## src/rtl/uart_irq_pkg.sv

```systemverilog
package uart_irq_pkg;

    localparam int REG_W = 8;
    localparam int ERR_N = 5;

    // enable-byte bit positions
    localparam int IE_RXDATA = 0;
    localparam int IE_THRE   = 1;
    localparam int IE_LINE   = 2;
    localparam int IE_MODEM  = 3;
    localparam int IE_PROG   = 7;

    // line status bit positions
    localparam int LS_DR   = 0;
    localparam int LS_BI   = 4;
    localparam int LS_THRE = 5;
    localparam int LS_TEMT = 6;
    localparam int LS_FERR = 7;

    typedef enum logic [3:0] {
        ID_MODEM  = 4'h0,
        ID_NONE   = 4'h1,
        ID_THRE   = 4'h2,
        ID_RXDATA = 4'h4,
        ID_LINE   = 4'h6
    } irq_id_e;

    typedef enum logic [1:0] {
        TX_EMPTY = 2'd0,
        TX_BUSY  = 2'd1,
        TX_HELD  = 2'd2
    } tx_state_e;

endpackage

```

## src/rtl/uart_err_flags.sv

```systemverilog
module uart_err_flags #(
    parameter int N = 5
) (
    input  logic         clk,
    input  logic         rst_n,
    input  logic [N-1:0] evt,
    input  logic         clr,
    output logic [N-1:0] flags
);

    // one sticky flop per error source; a new event beats a clearing read
    for (genvar i = 0; i < N; i++) begin : g_flag
        always_ff @(posedge clk or negedge rst_n) begin
            if (!rst_n) begin
                flags[i] <= 1'b0;
            end else begin
                flags[i] <= (flags[i] & ~clr) | evt[i];
            end
        end
    end

endmodule

```

## src/rtl/uart_tx_tracker.sv

```systemverilog
module uart_tx_tracker
    import uart_irq_pkg::*;
(
    input  logic clk,
    input  logic rst_n,
    input  logic thr_wr,
    input  logic tx_done,
    input  logic prog_mode,
    input  logic rearm_req,
    input  logic pend_clr,
    output logic thre,
    output logic temt,
    output logic pend
);

    tx_state_e state_q, state_d;
    logic      pend_d;

    // state register
    always_ff @(posedge clk or negedge rst_n) begin
        if (!rst_n) begin
            state_q <= TX_EMPTY;
            pend    <= 1'b0;
        end else begin
            state_q <= state_d;
            pend    <= pend_d;
        end
    end

    // transitions: thr_load, tx_finish, mode_on, mode_off
    always_comb begin
        state_d = state_q;
        if (thr_wr) begin
            state_d = TX_BUSY;
        end else begin
            unique case (state_q)
                TX_EMPTY: if (prog_mode) state_d = TX_HELD;
                TX_BUSY:  if (tx_done)   state_d = prog_mode ? TX_HELD : TX_EMPTY;
                TX_HELD:  if (!prog_mode) state_d = TX_EMPTY;
                default:  state_d = TX_EMPTY;
            endcase
        end
    end

    // pending request: set by finish or re-arm, cleared by load or id read
    always_comb begin
        pend_d = pend;
        if (thr_wr) begin
            pend_d = 1'b0;
        end else if ((state_q == TX_BUSY && tx_done) ||
                     (state_q == TX_EMPTY && rearm_req)) begin
            pend_d = 1'b1;
        end else if (pend_clr) begin
            pend_d = 1'b0;
        end
    end

    // outputs
    always_comb begin
        thre = (state_q == TX_EMPTY);
        temt = (state_q != TX_BUSY);
    end

endmodule

```

## src/rtl/uart_irq_prio.sv

```systemverilog
module uart_irq_prio
    import uart_irq_pkg::*;
(
    input  logic [3:0] ie,
    input  logic       line_any,
    input  logic       rx_ready,
    input  logic       thre_pend,
    input  logic       msr_delta,
    output irq_id_e    id
);

    always_comb begin
        if (ie[IE_LINE] && line_any) begin
            id = ID_LINE;
        end else if (ie[IE_RXDATA] && rx_ready) begin
            id = ID_RXDATA;
        end else if (ie[IE_THRE] && thre_pend) begin
            id = ID_THRE;
        end else if (ie[IE_MODEM] && msr_delta) begin
            id = ID_MODEM;
        end else begin
            id = ID_NONE;
        end
    end

endmodule

```

## src/rtl/uart_irq_status.sv

```systemverilog
module uart_irq_status
    import uart_irq_pkg::*;
(
    input  logic             clk,
    input  logic             rst_n,
    input  logic             ier_wr,
    input  logic [REG_W-1:0] ier_wdata,
    input  logic             fifo_en,
    input  logic             rx_ready,
    input  logic             err_overrun,
    input  logic             err_parity,
    input  logic             err_frame,
    input  logic             err_break,
    input  logic             err_fifo,
    input  logic             msr_delta,
    input  logic             thr_wr,
    input  logic             tx_done,
    input  logic             iir_rd,
    input  logic             lsr_rd,
    output logic [REG_W-1:0] ier_rdata,
    output logic [REG_W-1:0] iir_rdata,
    output logic [REG_W-1:0] lsr_rdata,
    output logic             irq
);

    logic [REG_W-1:0] ier_q;
    logic [ERR_N-1:0] err_flags;
    logic             thre, temt, pend;
    logic             prog_mode, rearm_req, pend_clr;
    irq_id_e          id_d, id_q;

    always_ff @(posedge clk or negedge rst_n) begin
        if (!rst_n) begin
            ier_q <= '0;
        end else if (ier_wr) begin
            ier_q <= ier_wdata;
        end
    end

    assign prog_mode = fifo_en & ier_q[IE_PROG];
    assign rearm_req = ier_wr & ~(fifo_en & ier_wdata[IE_PROG]);
    assign pend_clr  = iir_rd & (id_q[2:1] == 2'b01);

    // order: overrun, parity, framing, break, fifo error
    uart_err_flags #(.N(ERR_N)) u_err (
        .clk   (clk),
        .rst_n (rst_n),
        .evt   ({err_fifo, err_break, err_frame, err_parity, err_overrun}),
        .clr   (lsr_rd),
        .flags (err_flags)
    );

    uart_tx_tracker u_tx (
        .clk       (clk),
        .rst_n     (rst_n),
        .thr_wr    (thr_wr),
        .tx_done   (tx_done),
        .prog_mode (prog_mode),
        .rearm_req (rearm_req),
        .pend_clr  (pend_clr),
        .thre      (thre),
        .temt      (temt),
        .pend      (pend)
    );

    uart_irq_prio u_prio (
        .ie        (ier_q[3:0]),
        .line_any  (|lsr_rdata[LS_BI:1]),
        .rx_ready  (rx_ready),
        .thre_pend (pend),
        .msr_delta (msr_delta),
        .id        (id_d)
    );

    // registered code breaks the read -> clear -> code path
    always_ff @(posedge clk or negedge rst_n) begin
        if (!rst_n) begin
            id_q <= ID_NONE;
        end else begin
            id_q <= id_d;
        end
    end

    always_comb begin
        lsr_rdata          = '0;
        lsr_rdata[LS_DR]   = rx_ready;
        lsr_rdata[LS_BI:1] = err_flags[3:0];
        lsr_rdata[LS_THRE] = thre;
        lsr_rdata[LS_TEMT] = temt;
        lsr_rdata[LS_FERR] = err_flags[4];
    end

    assign ier_rdata = ier_q;
    assign iir_rdata = {fifo_en, fifo_en, 2'b00, id_q};
    assign irq       = (id_q != ID_NONE);

endmodule

```

## config.mk

```make
export PLATFORM = sky130hd
export DESIGN_NAME = uart_irq_status
export DESIGN_NICKNAME = d
export VERILOG_FILES = /design/src/rtl/uart_irq_pkg.sv /design/src/rtl/uart_err_flags.sv /design/src/rtl/uart_tx_tracker.sv /design/src/rtl/uart_irq_prio.sv /design/src/rtl/uart_irq_status.sv
export SDC_FILE = /design/constraint.sdc
export NUM_CORES = 1
export LEC_CHECK = 0
export ABC_AREA = 1
export BUFFER_PORTS_ARGS = -buffer_cell sky130_fd_sc_hd__buf_2
export CORE_UTILIZATION = 30
export DETAILED_ROUTE_END_ITERATION = 10
export GPL_TIMING_DRIVEN = 0
export MAX_ROUTING_LAYER = met4
export SYNTH_ARGS = -nofsm -noshare
export SYNTH_HDL_FRONTEND = slang
export SYNTH_SLANG_ARGS = --single-unit
export TNS_END_PERCENT = 1
```

## constraint.sdc

```tcl
create_clock -name clk -period 1.3 [get_ports clk]
set_input_delay 0.26 -clock clk [delete_from_list [all_inputs] [get_ports clk]]
set_output_delay 0.26 -clock clk [all_outputs]
set_load 0.005 [all_outputs]
```

==> results.json, run 1 <==
{
  "outcome": "finished clean",
  "routed-via-count": 689,
  "clk_pin_slew_ns": 0.12,
  "path_buf_inv": 2,
  "route.detailed.drc": 0,
  "clock.fmax_ghz": 0.782,
  "cts_htree_levels": 1,
  "yosysUniqueCellTypes": 15,
  "drive_above_1_share_pct": 59.4,
  "final-seq-area_sq_um": 478,
  "slowest_stage": "dfrtp_2",
  "cts_sinks": 19,
  "die_area_sq_mm": 0.00307,
  "antenna_found_initial": 0,
  "fillCellCount": 265,
  "nNetsFinal": 157,
  "overflow": 0,
  "reg2reg_depth": 9,
  "grt_max_degree": 20,
  "hold_start": "err_break",
  "rows": 19,
  "worstHoldPathCells": 2,
  "drt_pass1_iterations": 3,
  "crit_family": "flip-flops",
  "die_w_um": 55.5,
  "synth-seq-cells": 19,
  "multiInputGateArea_sq_um": 308,
  "synthCells": 76,
  "power_density_mw_per_mm2": 1010,
  "cp_data_required_time_ns": 1.04,
  "r2r-end": "u_tx.pend",
  "gp_congestion": 0.701,
  "first_global_vias": 678,
  "yosysSeqAreaShare_pct": 55.6,
  "fin_crit_ns": 1.28,
  "ioPinCount": 48,
  "cp.arrival_ns": 1.02,
  "yosysTopAreaCellShare_pct": 52.6,
  "r2r_slack_ns": 0.07,
  "port_buffers": 43,
  "tns_ns": 0,
  "routed_wl_um": 1800,
  "setup_viol": 0,
  "cpPeakStageDelay_ns": 0.45,
  "finalHoldWorstSlack_ns": 0.162,
  "syn_area_sq_um": 857,
  "hold_path_end": "u_err.flags[3]",
  "finalHoldViolCount": 0,
  "grt_pass1_wl_um": 3040,
  "die_h_um": 55.5,
  "diodes": 0,
  "viasPerCell": 4.20,
  "final_design_area_no_fill_sq_mm": 0.00126,
  "clock_skew_ns": 0.0105,
  "r2r_start": "u_tx.state_q[1]",
  "slew_viol_final": 0,
  "crit_chain": "buf_6 -> nand2_4 -> buf_6",
  "core_sq_mm": 0.00273,
  "hold_class": "primary input to flop",
  "start_util_pct": 31.4,
  "cts-root-buf": "clkbuf_4",
  "drt_iter0_markers": 22,
  "syn2layout_area_growth_pct": 46.9,
  "grt.total_usage_pct": 13.3,
  "synth-warning-count": 0,
  "cts_tree": "built",
  "cp_max_fo": 4,
  "end_kind": "output port",
  "cp-start-kind": "flop",
  "route.antenna.remaining_nets": 0,
  "cts.path.max_buffers": 2,
  "p_total_uw": 1270,
  "irDropWorstVdd_v": 0.000598,
  "post_dp_cell_area_sq_mm": 0.00112,
  "rsz0062_at_grt": "true",
  "postSynthAreaPerCell_sq_um": 11.3,
  "clock_latency_ns": 0.29,
  "cp_common_cell": "buf_6",
  "drv_cap": 0,
  "numCtsBuffers": 3,
  "synth_area_leaders": "dfrtp_1, mux2_4, buf_4, nand2_1, o21bai_1",
  "detailed_place_hpwl_um": 1260,
  "routedWlPerCell_um": 11.0,
  "finalCritPeriodShare_pct": 98.3,
  "synth_top_area_cell": "dfrtp_1",
  "crit_type": "flop to output port",
  "power.leakage_uw": 0.000698
}
[final cells by class]
class	instances	share of cell area (%)
inverter	9	2.68
tap	31	3.08
timing repair buffer	53	25.1
clock buffer	3	1.79
multi-input combinational	41	24.5
clock inverter	1	0.398
buffer	7	4.47
sequential	19	38.0
[Yosys cell counts (all sizes together)]
cell type / number
dfrtp: 18
nand2: 12
buf: 9
inv: 9
mux2: 8
nand3: 7
o21bai: 5
nor2: 3
a21oi: 1
conb: 1
dfstp: 1
nand4: 1
o21ai: 1
[sequential cells by signal (all words and copies together), names as in the netlist]
name / flops
id_q: 3
ier_rdata: 8
u_err.flags: 5
u_tx.pend: 1
u_tx.state_q: 2
[report_power, final]
group / total [uW] / internal [uW] / leakage (uW) / switching (uW)
clock network: 296 / 114 / 0.0000177 / 181
registers: 685 / 648 / 0.000217 / 36.9
logic: 292 / 175 / 0.000463 / 117
total: 1270 / 937 / 0.000698 / 335
[worst register-to-register path: stages (launching register included)]
cell     delay, ns
dfrtp_1       0.41
inv_2         0.08
buf_6         0.12
buf_4         0.12
buf_4         0.12
buf_6         0.11
nand3_4       0.05
nand3_2       0.06
nand2_1       0.06
inv_1         0.03
[logic make-up after synthesis]
group / Yosys count / synth area share (%)
simple gates: 23 / 11.7
flops: 19 / 55.6
buf+inv: 18 / 12.3
mux: 8 / 14.0
compound gates: 7 / 5.99
other cells: 1 / 0.438
[per-stage QoR]
step | std cells | setup slack [ns] | util (%)
3_3_place_gp | 152 | 0.283 | 40.9
5_1_grt | 164 | -0.0353 | 46.0
2_1_floorplan | 78 | 0.400 | -
6_report | 164 | 0.0218 | 46.0
3_5_place_dp | 152 | 0.271 | 40.9
4_1_cts | 163 | -0.0139 | 45.0
[how the worst max path moves through the flow]
| stage | startpoint | to | slack (ns) | cells past startpoint |
|---|---|---|---|---|
| 2_1_floorplan | u_tx.state_q[1] | lsr_rdata[6] | 0.40 | 3 |
| 4_1_cts | u_tx.state_q[0] | lsr_rdata[5] | -0.01 | 3 |
| 3_5_place_dp | u_tx.state_q[1] | lsr_rdata[6] | 0.27 | 4 |
| 5_1_grt | u_tx.state_q[0] | lsr_rdata[5] | -0.04 | 2 |
| 3_3_place_gp | u_tx.state_q[1] | lsr_rdata[6] | 0.28 | 4 |
| 6_report | u_tx.state_q[0] | lsr_rdata[6] | 0.02 | 3 |
[metal layers]
metal	up-vias	GRT usage, %	wire (um)
met3	2	3.04	144
met2	32	21.3	889
li1	348	-	-
met4	0	5.36	10
met5	-	-	0
met1	307	16.1	755
[what timing repair did]
item / 4_1_cts / 5_1_grt
pin swaps: 2 / 4
gates resized for setup: 8 / 5
hold buffers: 1 / 0
setup endpoints to repair: 2 / 4
buffers inserted: 7 / 3
endpoints found under the hold margin: 18 / 0
[cells in the final DEF, fill, tap and decap left out]
cell type       n
buf_6           6
dfrtp_2         1
nand3_1         5
conb_1          3
mux2_4          8
nand2_4         1
dlygate4sd3_1   1
nand3_4         1
nand2_1        11
o21bai_1        5
dfstp_2         1
buf_2          41
o21ai_2         1
clkbuf_4        3
nand3_2         1
clkinv_2        1
dfrtp_1        17
inv_2           1
buf_4          12
inv_1           8
nand4_1         1
nor2_1          2
a21oi_1         1
nor2_2          1
Power figures use the tool's default switching activity.
==> inputs of run 2 (changes only) <==
--- a/config.mk
+++ b/config.mk
@@ -7,10 +7,13 @@
 export LEC_CHECK = 0
 export ABC_AREA = 1
 export BUFFER_PORTS_ARGS = -buffer_cell sky130_fd_sc_hd__buf_2
-export CORE_UTILIZATION = 30
+export CELL_PAD_IN_SITES_DETAIL_PLACEMENT = 1
+export CELL_PAD_IN_SITES_GLOBAL_PLACEMENT = 1
+export CORE_UTILIZATION = 25
 export DETAILED_ROUTE_END_ITERATION = 10
 export GPL_TIMING_DRIVEN = 0
 export MAX_ROUTING_LAYER = met4
+export PLACE_DENSITY_LB_ADDON = 0.1
 export SYNTH_ARGS = -nofsm -noshare
 export SYNTH_HDL_FRONTEND = slang
 export SYNTH_SLANG_ARGS = --single-unit
==> run 2 against run 1 <==
Against the previous run: critical endpoint is now lsr_rdata[5]; cell count increased by 6.1%; fmax down 2.2%; critical path depth is the same; final area decreased by 2.4%; via count unchanged; global-route usage shrank 1.5 points; first-iteration DRC count down 86%; combinational power is 8.9% lower; register-to-register slack better by 0.04 ns; the flow now finishes with violations (setup timing); clock skew shrank 0.0084 ns; sequential cell count stayed put.
==> results.json, run 2 (synthesis results as in run 1) <==
{
  "outcome": "finished with violations",
  "violations": "setup timing",
  "detailed_place_hpwl_um": 1450,
  "gp_congestion": 0.724,
  "finalHoldWorstSlack_ns": 0.160,
  "start_util_pct": 27.2,
  "power_density_mw_per_mm2": 1010,
  "cts_tree": "built",
  "clock_skew_ns": 0.00214,
  "cp_data_required_time_ns": 1.04,
  "core_sq_mm": 0.00315,
  "numCtsBuffers": 3,
  "routed_wl_um": 1840,
  "routed-via-count": 689,
  "cts.path.max_buffers": 2,
  "syn2layout_area_growth_pct": 43.4,
  "end_kind": "output port",
  "post-route-util_pct": 39.0,
  "rsz0062_at_grt": "true",
  "hold_class": "primary input to flop",
  "drive_above_1_share_pct": 57.7,
  "finalCritPeriodShare_pct": 101,
  "drt_pass1_iterations": 3,
  "grt_pass1_wl_um": 2930,
  "overflow": 0,
  "grt_max_degree": 20,
  "slew_viol_final": 0,
  "route.detailed.drc": 0,
  "cts-root-buf": "clkbuf_4",
  "cts_sinks": 19,
  "ioPinCount": 48,
  "worstHoldPathCells": 2,
  "fin_crit_ns": 1.31,
  "route.antenna.remaining_nets": 0,
  "stdcell_count": 174,
  "clk_pin_slew_ns": 0.10,
  "crit_type": "flop to output port",
  "diodes": 0,
  "clock_latency_ns": 0.29,
  "irDropWorstVdd_v": 0.000486,
  "cp.arrival_ns": 1.05,
  "tns_ns": -0.00745,
  "drv_cap": 0,
  "nNetsFinal": 154,
  "antenna_found_initial": 0,
  "worst_slack_ns": -0.00745,
  "layout_commonest_cell": "buf_2",
  "power.leakage_uw": 0.000677,
  "drt_iter0_markers": 3,
  "rows": 20,
  "viasPerCell": 3.96,
  "die_area_sq_mm": 0.00367,
  "grt.total_usage_pct": 11.8,
  "placedCellCount": 165,
  "finalHoldViolCount": 0,
  "largest_reg_flops": 8,
  "reg2reg_depth": 9,
  "setup_viol": 1,
  "cp-start-kind": "flop",
  "die_w_um": 60.6,
  "routedWlPerCell_um": 10.6,
  "mostFrequentLayoutCells": "buf_2, dfrtp_1, nand2_1",
  "cp_max_fo": 4,
  "clock.fmax_ghz": 0.765,
  "first_global_vias": 696,
  "cts_htree_levels": 1,
  "die_h_um": 60.6,
  "port_buffers": 43
}
==> run 2: cell count changes in the layout (fill, tap and decap cells not counted), sizes merged <==
cell    change
buf         -3
clkbuf      +1
clkinv      -1
==> run 2: metrics by stage <==
stage          worst slack [ns]  instance area [sq um]  power (uW)
3_3_place_gp              0.272                   1130         940
3_5_place_dp              0.267                   1130         945
4_1_cts                 -0.0313                   1230        1270
5_1_grt                 -0.0792                   1230        1320
2_1_floorplan             0.400                    865         821
6_report               -0.00745                   1230        1240
==> run 2: final cells by class <==
class | instances | area (sq um)
fillers | 402 | 1920
flip-flops and latches | 19 | 478
multi-input cells | 41 | 295
repair buffers | 49 | 277
plain buffers | 8 | 63.8
well taps | 44 | 55.1
inverters | 9 | 33.8
clock buffers | 4 | 26.3
==> run 2: layer usage <==
layer / vias to the layer above / part of all wire, % / GRT usage [%]
li1: 338 / - / -
met1: 319 / 43 / 13.4
met2: 30 / 47 / 19.0
met3: 2 / 9.1 / 5.12
met4: 0 / 0.76 / 2.92
met5: - / 0 / -
==> run 2: final timing paths <==
kind                                  from             end  slack, ns
setup / recovery           u_tx.state_q[0]    lsr_rdata[5]     -0.007
hold / removal                   err_frame  u_err.flags[2]       0.16
setup reg to reg           u_tx.state_q[1]       u_tx.pend       0.11
hold reg to reg               ier_rdata[2]         id_q[0]       0.47
max in group asynchronous            rst_n         id_q[0]       0.53
min in group asynchronous            rst_n  u_err.flags[1]       0.44
==> run 2: power breakdown <==
group | total [uW] | switching [uW] | internal [uW]
Combinational | 266 | 108 | 158
Sequential | 684 | 36.7 | 648
Clock | 288 | 168 | 119
==> run 2: critical path: stages, from the launching register on <==
cell and delay, ns:
dfrtp_2 0.45, nor2_2 0.10, buf_4 0.11, buf_2 0.10
==> run 2: repair_timing <==
action,CTS,global route
hold buffers,1,0
pin swaps,1,0
hold endpoints to repair,18,0
resized for setup,7,1
endpoints found under the setup margin,2,3
setup buffers,6,0
==> inputs of run 3 (changes only) <==
--- a/config.mk
+++ b/config.mk
@@ -5,7 +5,7 @@
 export SDC_FILE = /design/constraint.sdc
 export NUM_CORES = 1
 export LEC_CHECK = 0
-export ABC_AREA = 1
+export ABC_AREA = 0
 export BUFFER_PORTS_ARGS = -buffer_cell sky130_fd_sc_hd__buf_2
 export CELL_PAD_IN_SITES_DETAIL_PLACEMENT = 1
 export CELL_PAD_IN_SITES_GLOBAL_PLACEMENT = 1
==> run 3 against run 2 <==
Against the previous run: sequential power is 1% higher; largest power group unchanged; wire length down 3.5%; via count shrank 4.6%; worst hold slack worse by 0.067 ns; setup slack improved by 0.029 ns; the run now ends clean; synthesized area is 5.5% lower; combinational power is 9.0% lower; clock-buffer cell count did not move; synthesized cell count decreased by 17%.
==> results.json, run 3 <==
{
  "outcome": "finished clean",
  "reg2reg_depth": 3,
  "cts_htree_levels": 1,
  "cpPeakStageDelay_ns": 0.45,
  "cts_sinks": 19,
  "finalCritPeriodShare_pct": 98.4,
  "worstHoldPathCells": 2,
  "r2r_start": "u_err.flags[1]",
  "ys.flop_type": "dfrtp_1",
  "synthCells": 63,
  "yosysUniqueCellTypes": 23,
  "routed-via-count": 657,
  "setup_viol": 0,
  "die_area_sq_mm": 0.00347,
  "nNetsFinal": 140,
  "synth-seq-cells": 19,
  "crit_family": "flip-flops",
  "mostFrequentLayoutCells": "buf_2, dfrtp_1, buf_4",
  "first_global_vias": 650,
  "path_buf_inv": 2,
  "synth-warning-count": 0,
  "numCtsBuffers": 3,
  "synth-edff-count": 0,
  "crit_type": "flop to output port",
  "cts-root-buf": "clkbuf_4",
  "drive_above_1_share_pct": 64.7,
  "drv_cap": 0,
  "final-seq-area_sq_um": 478,
  "post_dp_cell_area_sq_mm": 0.00109,
  "rows": 20,
  "clock_latency_ns": 0.29,
  "overflow": 0,
  "grt_max_degree": 20,
  "drt_iter0_markers": 4,
  "clock.fmax_ghz": 0.782,
  "r2r-end": "id_q[0]",
  "syn_area_sq_um": 810,
  "synth-async-reset-ratio_pct": 100,
  "hold_class": "primary input to flop",
  "clock_skew_ns": 0.00312,
  "route.antenna.remaining_nets": 0,
  "hold_path_end": "id_q[0]",
  "clk_pin_slew_ns": 0.11,
  "cts.path.max_buffers": 2,
  "yosysTopAreaCellShare_pct": 55.6,
  "largest_reg_flops": 8,
  "syn2layout_area_growth_pct": 44.2,
  "rsz0062_at_grt": "true",
  "irDropWorstVdd_v": 0.000367,
  "routed_wl_um": 1770,
  "power_density_mw_per_mm2": 1060,
  "start_util_pct": 26.5,
  "port_buffers": 43,
  "crit_chain": "buf_6 -> nand2b_4 -> buf_6",
  "gp_congestion": 0.612,
  "ioPinCount": 48,
  "synth_area_leaders": "dfrtp_1, mux2_2, buf_4, a21o_1, dfstp_2",
  "viasPerCell": 4.11,
  "diodes": 0,
  "end_kind": "output port",
  "synth_top_area_cell": "dfrtp_1",
  "cts_tree": "built",
  "slowest_stage": "dfrtp_2",
  "synth_common_cells": "dfrtp_1, buf_4, mux2_2",
  "finalHoldWorstSlack_ns": 0.0926,
  "cp_common_cell": "buf_6",
  "route.detailed.drc": 0,
  "power.leakage_uw": 0.000593,
  "cp_data_required_time_ns": 1.04,
  "hold_start": "msr_delta",
  "grt.total_usage_pct": 11.7,
  "antenna_found_initial": 0,
  "postSynthAreaPerCell_sq_um": 12.8,
  "routedWlPerCell_um": 11.1,
  "tns_ns": 0,
  "fillCellCount": 352,
  "final_design_area_no_fill_sq_mm": 0.00117,
  "die_h_um": 58.9,
  "core_sq_mm": 0.00305,
  "slew_viol_final": 0,
  "cp.arrival_ns": 1.02,
  "fin_crit_ns": 1.28,
  "p_total_uw": 1240,
  "crit_path_start": "u_tx.state_q[0]",
  "cp_max_fo": 4,
  "cp-start-kind": "flop",
  "r2r_slack_ns": 0.08,
  "multiInputGateArea_sq_um": 282,
  "die_w_um": 58.9,
  "finalHoldViolCount": 0,
  "detailed_place_hpwl_um": 1350,
  "grt_pass1_wl_um": 2880,
  "drt_pass1_iterations": 2,
  "layout_commonest_cell": "buf_2",
  "yosysMostFrequentCell": "dfrtp_1",
  "yosysSeqAreaShare_pct": 58.9
}
## run 3: per-stage QoR
stage,std cells,util [%],setup slack [ns]
2_1_floorplan,65,-,0.184
3_3_place_gp,152,35.6,0.0972
3_5_place_dp,152,35.6,0.0885
4_1_cts,158,37.5,-0.0398
5_1_grt,160,38.2,-0.0325
6_report,160,38.2,0.0212
## run 3: repair_timing
item	4_1_cts	5_1_grt
resized for setup	3	2
endpoints found under the hold margin	18	0
buffers inserted	2	3
endpoints found under the setup margin	2	2
hold buffers	1	0
pin swaps	0	3
## run 3: cell families after synthesis
family | after synthesis | share of synthesized area, %
AO/OA/AOI/OAI | 12 | 12.8
buffers and inverters | 10 | 8.50
flip-flops | 19 | 58.9
multiplexers | 9 | 12.4
other | 1 | 0.463
AND/OR/NAND/NOR | 12 | 6.96
## run 3: final cells by class
cell class / count / share of cell area (%)
Buffer: 7 / 4.29
Clock buffer: 4 / 2.25
Inverter: 1 / 0.322
Multi-Input combinational cell: 36 / 24.1
Sequential cell: 19 / 40.9
Tap cell: 44 / 4.72
Timing Repair Buffer: 49 / 23.4
## run 3: worst max path at each step
stage | to | slack (ns) | cells past startpoint
6_report | lsr_rdata[6] | 0.02 | 3
5_1_grt | lsr_rdata[6] | -0.03 | 3
4_1_cts | lsr_rdata[5] | -0.04 | 3
3_5_place_dp | id_q[0] | 0.09 | 3
3_3_place_gp | id_q[0] | 0.1 | 3
2_1_floorplan | id_q[0] | 0.18 | 3
## run 3: power by group
| group | switching, uW | internal, uW | leakage [uW] |
|---|---|---|---|
| clock network | 186 | 119 | 0.0000150 |
| registers | 42.5 | 649 | 0.000216 |
| logic | 96.2 | 146 | 0.000362 |
## run 3: per-layer routing
metal / up-vias / global-route usage, % / share of wire [%]
li1: 311 / - / -
met1: 318 / 14.3 / 43
met2: 26 / 18.5 / 50
met3: 2 / 2.20 / 6.4
met4: 0 / 6.12 / 0.79
met5: - / - / 0
## run 3: worst register-to-register path: cells and delay by family, from the launching register on
kind | cells | cell delay, ns
compound gates | 2 | 0.62
flops | 1 | 0.43
simple gates | 1 | 0.10
